### src/rtl/sta_loader_pkg.sv
package sta_loader_pkg;

  typedef enum logic [1:0] {
    ST_IDLE  = 2'd0,
    ST_ISSUE = 2'd1,
    ST_POLL  = 2'd2
  } loaderState_t;

  typedef struct packed {
    logic clearAll;     // new load: wipe address, flag, index
    logic clearPoll;    // restart the poll counter
    logic incPoll;      // one more busy check seen
    logic captureWord;  // store the data register into the current slot
    logic captureZero;  // store zero into the current slot and flag timeout
    logic incIdx;       // advance to the next word
  } loaderStrobes_t;

endpackage

### src/rtl/sta_loader_dp.sv
module sta_loader_dp
  import sta_loader_pkg::*;
#(
  parameter int WORD_W    = 16,
  parameter int NUM_WORDS = 3,
  parameter int MAX_POLLS = 1000,
  localparam int ADDR_W   = WORD_W * NUM_WORDS,
  localparam int IDX_W    = (NUM_WORDS > 1) ? $clog2(NUM_WORDS) : 1,
  localparam int CNT_W    = (MAX_POLLS > 1) ? $clog2(MAX_POLLS) : 1
) (
  input  logic              clk,
  input  logic              rst,
  input  loaderStrobes_t    strobes,
  input  logic              busy,
  input  logic [WORD_W-1:0] dataWord,
  output logic [IDX_W-1:0]  wordIdx,
  output logic              pollLast,
  output logic              idxLast,
  output logic [ADDR_W-1:0] addrOut,
  output logic              timeoutFlag
);

  logic [CNT_W-1:0] pollCnt;

  assign pollLast = (pollCnt == CNT_W'(MAX_POLLS - 1));
  assign idxLast  = (wordIdx == IDX_W'(NUM_WORDS - 1));

  always_ff @(posedge clk) begin
    if (rst) begin
      pollCnt <= '0;
    end else if (strobes.clearPoll) begin
      pollCnt <= '0;
    end else if (strobes.incPoll) begin
      pollCnt <= pollCnt + CNT_W'(1);
    end
  end

  always_ff @(posedge clk) begin
    if (rst || strobes.clearAll) begin
      wordIdx <= '0;
    end else if (strobes.incIdx) begin
      wordIdx <= wordIdx + IDX_W'(1);
    end
  end

  always_ff @(posedge clk) begin
    if (rst || strobes.clearAll) begin
      addrOut <= '0;
    end else begin
      for (int k = 0; k < NUM_WORDS; k++) begin
        if (wordIdx == IDX_W'(k)) begin
          if (strobes.captureWord) addrOut[k*WORD_W +: WORD_W] <= dataWord;
          else if (strobes.captureZero) addrOut[k*WORD_W +: WORD_W] <= '0;
        end
      end
    end
  end

  always_ff @(posedge clk) begin
    if (rst || strobes.clearAll) begin
      timeoutFlag <= 1'b0;
    end else if (strobes.captureZero) begin
      timeoutFlag <= 1'b1;
    end
  end

  // data is only stored while the controller reports ready
  p_capture_ready_r4: assert property (@(posedge clk) disable iff (rst)
    strobes.captureWord |-> !busy);

  // the poll counter never runs past the limit
  p_poll_bound_r6: assert property (@(posedge clk) disable iff (rst)
    pollCnt < CNT_W'(MAX_POLLS));

  // timeout is sticky until a new load clears it
  p_timeout_sticky_r9: assert property (@(posedge clk) disable iff (rst)
    (timeoutFlag && !strobes.clearAll) |=> timeoutFlag);

endmodule

### src/rtl/sta_loader_ctrl.sv
module sta_loader_ctrl
  import sta_loader_pkg::*;
#(
  parameter int          NUM_WORDS = 3,
  parameter logic [7:0]  BASE_ADDR = 8'h10,
  parameter logic [15:0] READ_OP   = 16'h0200,
  localparam int IDX_W = (NUM_WORDS > 1) ? $clog2(NUM_WORDS) : 1
) (
  input  logic             clk,
  input  logic             rst,
  input  logic             start,
  input  logic             busy,
  input  logic [IDX_W-1:0] wordIdx,
  input  logic             pollLast,
  input  logic             idxLast,
  output loaderStrobes_t   strobes,
  output logic             cmdWr,
  output logic [15:0]      cmdWord,
  output logic             done
);

  loaderState_t state, stateNext;
  logic         wordEnd;
  logic [7:0]   wordAddr;

  assign wordAddr = BASE_ADDR + 8'(wordIdx);
  assign cmdWr    = (state == ST_ISSUE);
  assign cmdWord  = READ_OP | {8'h00, wordAddr};
  assign wordEnd  = strobes.captureWord || strobes.captureZero;

  always_comb begin
    strobes   = '0;
    stateNext = state;
    case (state)
      ST_IDLE: begin
        if (start) begin
          strobes.clearAll = 1'b1;
          stateNext        = ST_ISSUE;
        end
      end
      ST_ISSUE: begin
        strobes.clearPoll = 1'b1;
        stateNext         = ST_POLL;
      end
      ST_POLL: begin
        if (!busy) begin
          strobes.captureWord = 1'b1;
        end else if (pollLast) begin
          strobes.captureZero = 1'b1;
        end else begin
          strobes.incPoll = 1'b1;
        end
        if (!busy || pollLast) begin
          if (idxLast) begin
            stateNext = ST_IDLE;
          end else begin
            strobes.incIdx = 1'b1;
            stateNext      = ST_ISSUE;
          end
        end
      end
      default: stateNext = ST_IDLE;
    endcase
  end

  always_ff @(posedge clk) begin
    if (rst) begin
      state <= ST_IDLE;
      done  <= 1'b0;
    end else begin
      state <= stateNext;
      done  <= wordEnd && idxLast;
    end
  end

  // completion is a single-cycle pulse
  p_done_pulse_r7: assert property (@(posedge clk) disable iff (rst)
    done |=> !done);

  // one command strobe per word, never back to back
  p_single_cmd_r3: assert property (@(posedge clk) disable iff (rst)
    cmdWr |=> !cmdWr);

  // every command addresses a word inside the fetched run
  p_cmd_range_r3: assert property (@(posedge clk) disable iff (rst)
    cmdWr |-> (cmdWord[7:0] >= BASE_ADDR && cmdWord[7:0] < BASE_ADDR + 8'(NUM_WORDS)));

  // a start while busy does not restart the sequence
  p_start_ignored_r8: assert property (@(posedge clk) disable iff (rst)
    (state == ST_POLL && start && busy && !pollLast) |=> state == ST_POLL);

endmodule

### src/rtl/sta_addr_loader.sv
module sta_addr_loader
  import sta_loader_pkg::*;
#(
  parameter int          WORD_W    = 16,
  parameter int          NUM_WORDS = 3,
  parameter int          MAX_POLLS = 1000,
  parameter int          BUSY_BIT  = 15,
  parameter logic [7:0]  BASE_ADDR = 8'h10,
  parameter logic [15:0] READ_OP   = 16'h0200,
  localparam int ADDR_W = WORD_W * NUM_WORDS,
  localparam int IDX_W  = (NUM_WORDS > 1) ? $clog2(NUM_WORDS) : 1
) (
  input  logic              clk,
  input  logic              rst,
  input  logic              start,
  input  logic [15:0]       ctrlStatus,
  input  logic [WORD_W-1:0] dataWord,
  output logic              cmdWr,
  output logic [15:0]       cmdWord,
  output logic [ADDR_W-1:0] addrOut,
  output logic              done,
  output logic              timeout
);

  loaderStrobes_t   strobes;
  logic             busy;
  logic             pollLast;
  logic             idxLast;
  logic [IDX_W-1:0] wordIdx;
  logic             unusedStatus;

  assign busy         = ctrlStatus[BUSY_BIT];
  assign unusedStatus = ^ctrlStatus;

  sta_loader_ctrl #(
    .NUM_WORDS (NUM_WORDS),
    .BASE_ADDR (BASE_ADDR),
    .READ_OP   (READ_OP)
  ) ctrlInst (
    .clk      (clk),
    .rst      (rst),
    .start    (start),
    .busy     (busy),
    .wordIdx  (wordIdx),
    .pollLast (pollLast),
    .idxLast  (idxLast),
    .strobes  (strobes),
    .cmdWr    (cmdWr),
    .cmdWord  (cmdWord),
    .done     (done)
  );

  sta_loader_dp #(
    .WORD_W    (WORD_W),
    .NUM_WORDS (NUM_WORDS),
    .MAX_POLLS (MAX_POLLS)
  ) dpInst (
    .clk         (clk),
    .rst         (rst),
    .strobes     (strobes),
    .busy        (busy),
    .dataWord    (dataWord),
    .wordIdx     (wordIdx),
    .pollLast    (pollLast),
    .idxLast     (idxLast),
    .addrOut     (addrOut),
    .timeoutFlag (timeout)
  );

  // nothing is commanded right after reset without a start
  p_quiet_after_reset_r1: assert property (@(posedge clk)
    rst |=> (!cmdWr && !done && !timeout && addrOut == '0));

endmodule

### config.mk
export PLATFORM = sky130hd
export DESIGN_NAME = sta_addr_loader
export DESIGN_NICKNAME = d
export VERILOG_FILES = /design/src/rtl/sta_loader_pkg.sv /design/src/rtl/sta_loader_dp.sv /design/src/rtl/sta_loader_ctrl.sv /design/src/rtl/sta_addr_loader.sv
export SDC_FILE = /design/constraint.sdc
export NUM_CORES = 1
export LEC_CHECK = 0
export ABC_CLOCK_PERIOD_IN_PS = 6100
export CAP_MARGIN = 20
export CORE_AREA = 3 3 117 63
export DETAILED_ROUTE_END_ITERATION = 16
export DIE_AREA = 0 0 120 66
export DONT_BUFFER_PORTS = 1
export HOLD_SLACK_MARGIN = 0.12
export SLEW_MARGIN = 0
export SYNTH_ARGS = -nofsm -noshare
export SYNTH_HDL_FRONTEND = slang
export SYNTH_HIERARCHICAL = 1
export SYNTH_SLANG_ARGS = --single-unit
### constraint.sdc
create_clock -name clk -period 6.1 [get_ports clk]
set_input_delay 0.305 -clock clk [delete_from_list [all_inputs] [get_ports clk]]
set_output_delay 0.305 -clock clk [all_outputs]
set_load 0.01 [all_outputs]
== After elaboration in Yosys (flattened, before gate mapping) ==
Cells that the tools add are included.

* $add $sub $neg: 3
* Equal/unequal tests: 7
* Reduce and logical (&&, ||, !) cells: 13
* Mux-type cells: 17

{| class="wikitable"
|+ Operators with widths
! operator !! count
|-
| $mux W16 || 2
|-
| $mux W1 || 11
|-
| $add A10 B1 Y10 const B || 1
|-
| $eq A10 B10 Y1 const B || 1
|-
| $reduce_and A2 Y1 || 4
|-
| $add A5 B2 Y6 const A || 1
|-
| $pmux W2 S3 || 1
|-
| $eq A2 B1 Y1 const B || 2
|-
| $eq A2 B2 Y1 const B || 2
|-
| $logic_not A2 Y1 || 2
|-
| $mux W2 || 2
|-
| $mux W4 || 1
|-
| $logic_or A1 B1 Y1 || 3
|-
| $add A2 B1 Y2 const B || 1
|-
| $ne A2 B1 Y1 const B || 1
|-
| $ne A2 B2 Y1 const B || 1
|-
| $reduce_bool A2 Y1 || 1
|-
| $reduce_or A2 Y1 || 1
|-
| $logic_and A1 B1 Y1 || 1
|-
| $logic_not A1 Y1 || 1
|}

* Input port bits: 35
* Word-level logic and storage cells: 48
* Flip-flop bits (word level): 64
* Output and inout port bits: 67

== Depth between registers and ports, before layout ==
* Depth after elaboration: 6
* Depth in mapped cells: 9
* Depth with buffers taken out: 8

== Hierarchy ==
The synthesis kept the hierarchy.

{| class="wikitable"
|+ Modules (own cells, without submodules)
! module !! area each (µm²) !! instances !! cells each !! sequential area each (µm²)
|-
| sta_loader_dp || 2207.1 || 1 || 231 || 1221.2
|-
| sta_loader_ctrl || 315.3 || 1 || 37 || 60.1
|}

== Least setup slack after synthesis ==
No wires, ideal clock.

* Path type: register to register
* From: register dpInst.pollCnt[0]
* To: register dpInst.addrOut[10]
* Cell stages (with the launch flop): 10
* Required time: 5.972 ns
* Library setup time: 0.128 ns
* Path slack: 3.759 ns
* Period minus slack after synthesis: 2.341 ns
* Buffers on the path: 1
* Data arrival time: 2.214 ns
* Cells stage by stage: dfxtp_1 > ha_1 > or4bb_2 > nor3_1 > nand2_1 > nor2_1 > o21ai_1 > clkbuf_1 > a22oi_1 > nor2_1

{| class="wikitable"
|+ RTL lines
! element !! RTL line !! source
|-
| start, declared || sta_loader_dp.sv:23 || <nowiki>logic [CNT_W-1:0] pollCnt;</nowiki>
|-
| start signal, assigned || sta_loader_dp.sv:34 || <nowiki>pollCnt <= pollCnt + CNT_W'(1);</nowiki>
|-
| end signal, assigned by index || sta_loader_dp.sv:52 || <nowiki>if (strobes.captureWord) addrOut[k*WORD_W +: WORD_W] <= dataWord;</nowiki>
|-
| end, declared || sta_loader_dp.sv:19 || <nowiki>output logic [ADDR_W-1:0] addrOut,</nowiki>
|}

==> impl_metrics.ini <==
[yosys]
synth_edf_count = 0
synth_compound_area_frac = 0.1806
synthesis.area_sq_um = 2522
ys_warn_count = 6
synth_top_area_share = 0.5079
syn_inst = 268
synth_top_family_by_area = simple AND/OR/NAND/NOR gates
avgSynthCellArea_sq_um = 9.412
synthMuxAreaShare = 0.007937
ys_types = 34
synth_fa_ha_area_frac = 0.01984
synthFlopType = dfxtp_1
yosysMostFrequentCell = dfxtp_1
yosys.area_share.simple = 0.1811
async_flop_share = 0
yosys-top-cells-area = dfxtp_1 (51%), a22oi_1 (14%), nor2_1 (8.8%), buf_4 (5.1%), ha_1 (2.0%)
synth_xor_area_frac = 0.01736
yosysTopAreaCell = dfxtp_1
synth_commonest_cells = dfxtp_1 (64), nor2_1 (59), a22oi_1 (48), buf_4 (17), clkbuf_1 (13)
ys_seq_elements = 64
seq_area_frac_synth = 0.5079

[placed_design]
placed_area_sq_um = 2509
place.port_buffers = 0
hpwl_um = 4093
gp_congestion = 0.7066
dpl_worst_slack_ns = 3.492
dp.cells = 341

[clocking]
cts_buffer_depth = 2
htreeDepth = 3
numClockSinks = 64
cts-root-buf = clkbuf_16
cts_buffers = 9
postCtsResizedCells = 0
insertion_delay_ns = 0.32
cts.clk_slew.worst_paths_ns = 0.05
cts_tree = done

[route]
drc_errors = 0
met1_length_um = 2776
wl_um = 5997
first_iter_violations = 182
met3WireLength_um = 722
post_drt_via_cell_ratio = 5.134
first_pass_iters = 4
wl_per_cell_um = 16.75
met2_length_um = 2470
dr_total_vias = 1838
highest_layer = met4
final_antenna_net_count = 0

[critical_path]
path_buf_inv = 1
worstPathRequired_ns = 6.27
cp_max_fo = 16
path_cells = ha_1 -> or4bb_2 -> nor3_1 -> nand2_1 -> nor2_1 -> o21ai_1 -> buf_4 -> a22oi_1 -> nor2_1
crit_type = reg -> reg
cp-end-kind = flip-flop
cp_top_family = simple AND/OR/NAND/NOR gates
cpPeakStageDelay_ns = 0.61
worst_setup_path_start_kind = flip-flop
crit_top_cell = nor2_1
cp.arrival_ns = 2.77
slowest_stage = or4bb_2

[grt]
grt_pass1_vias = 1700
grt_antenna_before_repair = 0
grt_overflow = 0
grt_max_degree = 52
grt_pass1_wl_um = 9390
track_usage = 0.1559

[sta]
period_minus_slack_ns = 2.606
tightest_slew_ns = 0.9400
hold_viol = 0
post-route-period-util = 0.4272
slew_viol_final = 0
rsz0062_at_grt = no
finalSetupTns_ns = 0
skew_ns = 0.005661
setup_viol = 0
max_freq_mhz = 383.7
worst_slack_ns = 3.494
slew_headroom = 0.3733

[pwr]
finalPower_uw = 913.3
p_switching_uw = 200.0
irDropWorstVdd_v = 0.0001363
power.switching_fraction = 0.2190
p_comb_frac = 0.036
powerDensity_nw_per_um2 = 327.0
intPower_uw = 713.3
leakagePower_uw = 0.0009502
p_seq_frac = 0.466
power.share.clock = 0.498

[floorplanning]
start_util = 0.3887
die_w_um = 120
coreArea_sq_um = 6490
die-area_sq_um = 7920
ios = 102
dieHeight_um = 66
fp-row-count = 21

[run]
cap_viol_max_count = 0

[cells_and_area]
area_growth_pct = 10.71
drive_gt1_frac = 0.1165
stdcell_area_sq_um = 2793
nFillCells = 639
nets = 300
final_cells = 358
n_antenna_cell = 0

[outcome]
status = finished, final reports clean

[worst_hold_path]
hold_path.class = in -> reg
-- repair_timing --
action | in CTS | in global routing
setup endpoints to repair | 0 | 0
buffers inserted | 0 | 0
hold buffers | 1 | 0
hold endpoints to repair | 1 | 0
-- area by class of cell --
type	instances	area, sq um	share of cell area
Sequential cell	64	1281	0.4588
Multi-Input combinational cell	179	1079	0.3862
Clock buffer	10	239.0	0.08557
Tap cell	92	115.1	0.04122
Clock inverter	6	35.03	0.01254
Timing Repair Buffer	4	32.53	0.01165
Inverter	3	11.26	0.004032
-- power by group through the flow --
stage | Clock [uW] | Sequential (uW) | Combinational [uW]
global route | 490 | 426 | 37.0
global placement | 0 | 434 | 32.3
finish | 454 | 426 | 33.1
floorplan | 0 | 433 | 36.2
CTS | 469 | 426 | 33.5
detailed placement | 0 | 435 | 32.7
-- per-stage QoR --
step                  util  hold WS [ns]
floorplan                -        0.3764
global placement    0.3865        0.3801
detailed placement  0.3865        0.3806
CTS                 0.4303        0.1290
global route        0.4303        0.1305
finish              0.4303        0.1417
-- cell usage in the layout, fill, tap and decap left out, types with 2 or more instances in the layout --
cell / Yosys / routed
a21oi_1: 5 / 5
a22oi_1: 48 / 48
and2_1: 3 / 3
buf_4: 17 / 3
clkbuf_16: 0 / 9
clkinv_2: 0 / 4
clkinvlp_4: 0 / 2
conb_1: 2 / 14
dfxtp_1: 64 / 64
ha_1: 4 / 4
inv_1: 3 / 3
mux2i_1: 2 / 2
nand2_1: 6 / 6
nand2b_2: 2 / 2
nand4_1: 3 / 3
nor2_1: 59 / 59
nor2b_1: 2 / 2
nor3_1: 2 / 2
o21ai_0: 2 / 2
o21ai_1: 3 / 3
o31ai_1: 3 / 3
or2_2: 3 / 3
or3_2: 2 / 2
or4_1: 3 / 3
xnor2_1: 2 / 2
xor2_1: 3 / 3
-- kinds of logic (layout without fill, tap and decap cells) --
| group | Yosys count | after routing |
|---|---|---|
| DFF | 64 | 64 |
| other | 2 | 14 |
| and+or+nand+nor | 91 | 91 |
| buffers and inverters | 37 | 23 |
| AOI/OAI and AO/OA | 63 | 63 |
| muxes | 2 | 2 |
| adders and majority gates | 4 | 4 |
| xor gates and xnor gates | 5 | 5 |
-- per-layer routing --
| layer | up-vias | GRT usage |
|---|---|---|
| met5 | - | 0 |
| met4 | 0 | 0.06419 |
| li1 | 902 | - |
| met2 | 86 | 0.2131 |
| met3 | 2 | 0.07436 |
| met1 | 848 | 0.2085 |
-- path summary, 6_finish.rpt --
kind | start | endpoint | slack [ns] | cells past startpoint
max | dpInst/pollCnt[0] | dpInst/addrOut[44] | 3.49 | 9
min | start | ctrlInst/state[0] | 0.14 | 2
max reg2reg | dpInst/pollCnt[0] | dpInst/addrOut[44] | 3.49 | 9
min reg2reg | dpInst/pollCnt[8] | dpInst/pollCnt[8] | 0.48 | 2
-- flip-flops by register name, indices dropped and copies added, names as in the netlist --
signal,flops
dpInst/addrOut,48
dpInst/pollCnt,10
ctrlInst/state,2
dpInst/wordIdx,2
ctrlInst/done,1
dpInst/timeoutFlag,1
No activity file was read; power rests on OpenSTA's default activity.
